File: src/rtl/rra_pkg.sv
package rra_pkg;
  localparam int unsigned CHANNELS = 6;
  localparam int unsigned CH_IDX_W = $clog2(CHANNELS);
endpackage

File: src/rtl/rra_pick.sv
// Combinational winner search: scan cyclically upward from the head
// pointer and return the first requesting channel.
module rra_pick #(
  parameter int unsigned NCH  = 6,
  parameter int unsigned IDXW = 3
) (
  input  logic [NCH-1:0]  req,
  input  logic [IDXW-1:0] head,
  output logic            any,
  output logic [IDXW-1:0] win
);
  localparam logic [IDXW:0] NCH_W = (IDXW+1)'(NCH);

  logic [IDXW:0] cand;

  always_comb begin
    any  = 1'b0;
    win  = '0;
    cand = '0;
    for (int off = 0; off < NCH; off++) begin
      cand = {1'b0, head} + (IDXW+1)'(off);
      if (cand >= NCH_W) cand = cand - NCH_W;
      if (!any && req[cand[IDXW-1:0]]) begin
        any = 1'b1;
        win = cand[IDXW-1:0];
      end
    end
  end
endmodule

File: src/rtl/rra_hold.sv
// Grant holder: latches a winner while idle, keeps it until the end pulse.
module rra_hold #(
  parameter int unsigned NCH  = 6,
  parameter int unsigned IDXW = 3
) (
  input  logic            clk,
  input  logic            rst_n,
  input  logic            any,
  input  logic [IDXW-1:0] win,
  input  logic            done,
  output logic [NCH-1:0]  grant,
  output logic            busy,
  output logic [IDXW-1:0] idx,
  output logic            fire
);
  logic [NCH-1:0]  grant_d;
  logic            busy_d;
  logic [IDXW-1:0] idx_d;
  logic            load_en;

  assign fire = busy & done;

  always_comb begin
    grant_d = grant;
    busy_d  = busy;
    idx_d   = idx;
    load_en = 1'b0;
    if (busy) begin
      if (done) begin
        load_en = 1'b1;
        grant_d = '0;
        busy_d  = 1'b0;
        idx_d   = '0;
      end
    end else if (any) begin
      load_en = 1'b1;
      grant_d = NCH'(1) << win;
      busy_d  = 1'b1;
      idx_d   = win;
    end
  end

  always_ff @(posedge clk or negedge rst_n) begin
    if (!rst_n) begin
      grant <= '0;
      busy  <= 1'b0;
      idx   <= '0;
    end else if (load_en) begin
      grant <= grant_d;
      busy  <= busy_d;
      idx   <= idx_d;
    end
  end
endmodule

File: src/rtl/rra_rot.sv
// Head pointer: moves to the channel after the one that just finished.
module rra_rot #(
  parameter int unsigned NCH  = 6,
  parameter int unsigned IDXW = 3
) (
  input  logic            clk,
  input  logic            rst_n,
  input  logic            fire,
  input  logic [IDXW-1:0] idx,
  output logic [IDXW-1:0] head
);
  localparam logic [IDXW-1:0] LAST = IDXW'(NCH - 1);

  logic [IDXW-1:0] head_d;

  always_comb begin
    head_d = (idx == LAST) ? '0 : idx + IDXW'(1);
  end

  always_ff @(posedge clk or negedge rst_n) begin
    if (!rst_n) head <= '0;
    else if (fire) head <= head_d;
  end
endmodule

File: src/rtl/rr_dma_arbiter.sv
module rr_dma_arbiter #(
  parameter int unsigned NCH  = rra_pkg::CHANNELS,
  parameter int unsigned IDXW = rra_pkg::CH_IDX_W
) (
  input  logic            clk,
  input  logic            rst_n,
  input  logic [NCH-1:0]  req,
  input  logic            xfer_done,
  output logic [NCH-1:0]  grant,
  output logic            busy,
  output logic [IDXW-1:0] grant_idx
);
  logic [IDXW-1:0] head;
  logic [IDXW-1:0] win;
  logic            any;
  logic            fire;

  rra_pick #(.NCH(NCH), .IDXW(IDXW)) u_pick (
    .req(req), .head(head), .any(any), .win(win)
  );

  rra_hold #(.NCH(NCH), .IDXW(IDXW)) u_hold (
    .clk(clk), .rst_n(rst_n), .any(any), .win(win), .done(xfer_done),
    .grant(grant), .busy(busy), .idx(grant_idx), .fire(fire)
  );

  rra_rot #(.NCH(NCH), .IDXW(IDXW)) u_rot (
    .clk(clk), .rst_n(rst_n), .fire(fire), .idx(grant_idx), .head(head)
  );
endmodule

File: config.mk
export PLATFORM = sky130hd
export DESIGN_NAME = rr_dma_arbiter
export DESIGN_NICKNAME = d
export VERILOG_FILES = /design/src/rtl/rra_pkg.sv /design/src/rtl/rra_pick.sv /design/src/rtl/rra_hold.sv /design/src/rtl/rra_rot.sv /design/src/rtl/rr_dma_arbiter.sv
export SDC_FILE = /design/constraint.sdc
export NUM_CORES = 1
export LEC_CHECK = 0
export ABC_AREA = 1
export ABC_CLOCK_PERIOD_IN_PS = 3000
export BUFFER_PORTS_ARGS = -buffer_cell sky130_fd_sc_hd__clkbuf_2
export CAP_MARGIN = 20
export CORE_ASPECT_RATIO = 1.2
export CORE_MARGIN = 5
export CORE_UTILIZATION = 35
export DETAILED_ROUTE_END_ITERATION = 10
export GPL_ROUTABILITY_DRIVEN = 0
export GPL_TIMING_DRIVEN = 0
export PLACE_DENSITY = 0.5
export SLEW_MARGIN = 20
export SYNTH_ARGS = -nofsm -noshare
export SYNTH_HDL_FRONTEND = slang
export SYNTH_SLANG_ARGS = --single-unit
File: constraint.sdc
create_clock -name clk -period 3 [get_ports clk]
set_input_delay 0.6 -clock clk [delete_from_list [all_inputs] [get_ports clk]]
set_output_delay 0.6 -clock clk [all_outputs]
set_load 0.01 [all_outputs]
==> results_dict.tcl <==
set metrics [dict create \
    drv_slew 0 \
    core-area_mm2 0.00397 \
    fmax_ghz 0.366 \
    tns_ps 0 \
    finalSetupViolations 0 \
    syn_area_per_cell_um2 6.38 \
    port_buffers 18 \
    avgViaCountPerCell 4.68 \
    multi_input_area_um2 965 \
    max_slew.worst_pin.slew_ps 478 \
    hold_path_class "input port to asynchronous set/reset pin" \
    drcViolationCount 0 \
    first_global_vias 1384 \
    rsz0062_at_grt "false" \
    ys_types 26 \
    hold_viol 0 \
    yosysWarnings 0 \
    drive_above_1_share 0.226 \
    grt_use_total 0.142 \
    cts.sinks 13 \
    timing.reg2reg.setup_slack_ps 270 \
    dpl.hpwl_mm 2.90 \
    final-seq-area_um2 327 \
    post_cts_buffers 0 \
    nets 268 \
    dr.pass1.iters 4 \
    cp_common_cell "nand2_1" \
    min_period_ps 2730 \
    syn_to_final_growth_pct 14.7 \
    antenna_cells 0 \
    cp_cell_sequence "buf_4, inv_2, ha_1, inv_2, nand2_2, nand3_2, nand2_1, nand2_1, nand2_2, nand2_1, nand3_2, nand2_4, nand3_1, nand3_1, nor2_1, nand2_1, nor2_4, inv_2, nand3_1, nand2_1" \
    wl_mm 3.44 \
    synth_cells 226 \
    ys_seq_area_frac 0.226 \
    htree_levels 1 \
    clockRootBuffer "clkbuf_8" \
    netlist_area_mm2 0.00144 \
    critPathLaunchType "flip-flop" \
    cts_tree "yes" \
    clk_pin_slew_ps 50 \
    clock_latency_ps 240 \
    clock_path_buffers 2 \
    rows 25 \
    grt_pass1_wl_mm 6.14 \
    io_pins 19 \
    synth_seq_cells 13 \
    worst-path-max-fanout 10 \
    chipWidth_um 68.6 \
    outcome "complete, no violations" \
    grt_antenna_before_repair 0 \
    fillCellCount 464 \
    critPathCaptureType "flip-flop" \
    crit_slowest_cell "ha_1" \
    ctsHoldBuffers 0 \
    cts_buffers 3 \
    vias 1412 \
    slew_headroom 0.678 \
    wl_per_cell_um 11.4 \
    detail-route-antenna-nets 0 \
    start_util 0.363 \
    skew_ps 0.905 \
    grt-ovfl-total 0 \
    grt_max_degree 14 \
    critical_path_required_ps 3130 \
    die_h_um 80.3 \
    drt_iter0_markers 50 \
    critPathKind "flip-flop to flip-flop" \
    syn_nets 245 \
    cap_violations 0 \
    finalCritPeriodShare 0.911 \
    arrival_ps 2870 \
    dieArea_mm2 0.00551 \
    max_stage_delay_ps 440 \
]
[state kept, by name, summed over array words and instances, names as in the netlist]
name,cells
u_rot.head,3
u_hold.idx,3
u_hold.busy,1
u_hold.grant,6
[worst max-delay path, delay by kind of cell, from the launching register on]
| kind | cells | cell delay (ps) |
|---|---|---|
| and+or+nand+nor | 15 | 1300 |
| buffers and inverters | 4 | 480 |
| adders and majority gates | 1 | 440 |
| DFF | 1 | 410 |
[per-stage QoR]
step	worst slack (ps)	hold slack, ps	instance area [µm²]	utilization	std cells
2_1_floorplan	618	304	1440	-	226
6_report	268	244	1650	0.416	302
3_5_place_dp	180	467	1600	0.403	298
5_1_grt	11.0	265	1650	0.416	302
4_1_cts	152	254	1640	0.414	302
3_3_place_gp	132	468	1600	0.403	298
[cell families (layout without fill, tap and decap cells)]
| kind of cell | count (synthesis) | after routing | synth area share |
|---|---|---|---|
| buf+inv | 40 | 62 | 0.110 |
| compound gates | 29 | 29 | 0.120 |
| fa+ha+maj | 10 | 10 | 0.0868 |
| xor+xnor | 3 | 3 | 0.0182 |
| flops | 13 | 13 | 0.226 |
| simple gates | 131 | 131 | 0.439 |
[cell usage after synthesis]
cell | instances | area share
o21ai_1 | 4 | 0.014
o22ai_1 | 2 | 0.0087
a211oi_2 | 1 | 0.0087
xor2_1 | 3 | 0.018
a21boi_0 | 1 | 0.0052
nand2_1 | 68 | 0.18
nor2_2 | 3 | 0.013
clkinv_2 | 1 | 0.0035
inv_1 | 30 | 0.078
nand2_2 | 8 | 0.035
o21ai_2 | 2 | 0.012
nand2_4 | 1 | 0.0078
o21a_1 | 1 | 0.0052
a21oi_1 | 4 | 0.014
nand3_4 | 1 | 0.012
ha_1 | 10 | 0.087
nand3_1 | 28 | 0.097
nor2_4 | 3 | 0.023
o21ai_0 | 12 | 0.042
inv_2 | 7 | 0.018
nand3_2 | 4 | 0.028
buf_4 | 2 | 0.010
o211ai_1 | 2 | 0.010
nor2_1 | 11 | 0.029
nand4_1 | 4 | 0.017
dfrtp_1 | 13 | 0.23
[layer usage]
metal  up-vias  part of all wire  global-route usage
li1        763                 -                   -
met1       624              0.46               0.175
met2        20              0.51               0.264
met3         5             0.031              0.0112
met4         0            0.0078              0.0239
met5         -                 0                   0
[final cells by class]
class / instances / share of cell area
Inverter: 38 / 0.0871
Timing Repair Buffer: 18 / 0.0545
Multi-Input combinational cell: 173 / 0.584
Tap cell: 54 / 0.0409
Buffer: 2 / 0.00908
Sequential cell: 13 / 0.198
Clock buffer: 4 / 0.0273
[path summary, 6_finish.rpt]
check	from	to	cells after the start
max in group asynchronous	rst_n	u_rot.head[1]	1
worst max-delay path	u_rot.head[0]	u_hold.grant[1]	20
worst max register to register	u_rot.head[0]	u_hold.grant[1]	20
worst min register to register	u_hold.grant[1]	u_hold.grant[1]	2
worst min-delay path	rst_n	u_hold.grant[5]	1
min in group clk	u_hold.grant[1]	u_hold.grant[1]	2
[layout by cell type, fill, tap and decap left out, drive strengths merged]
cell / instances
a21boi: 1
inv: 37
o21a: 1
nand2: 77
clkinv: 1
clkbuf: 22
xor2: 3
ha: 10
nand4: 4
o211ai: 2
buf: 2
nor2: 17
dfrtp: 13
a21oi: 4
o22ai: 2
o21ai: 18
nand3: 33
a211oi: 1
[repair_timing]
action	4_1_cts	5_1_grt
endpoints found under the hold margin	0	0
gates resized for setup	0	2
setup endpoints to repair	0	9
Power is left out: the tool's default activity adds up to more than one toggle a clock period on the data nets, which glitch-free logic cannot reach.
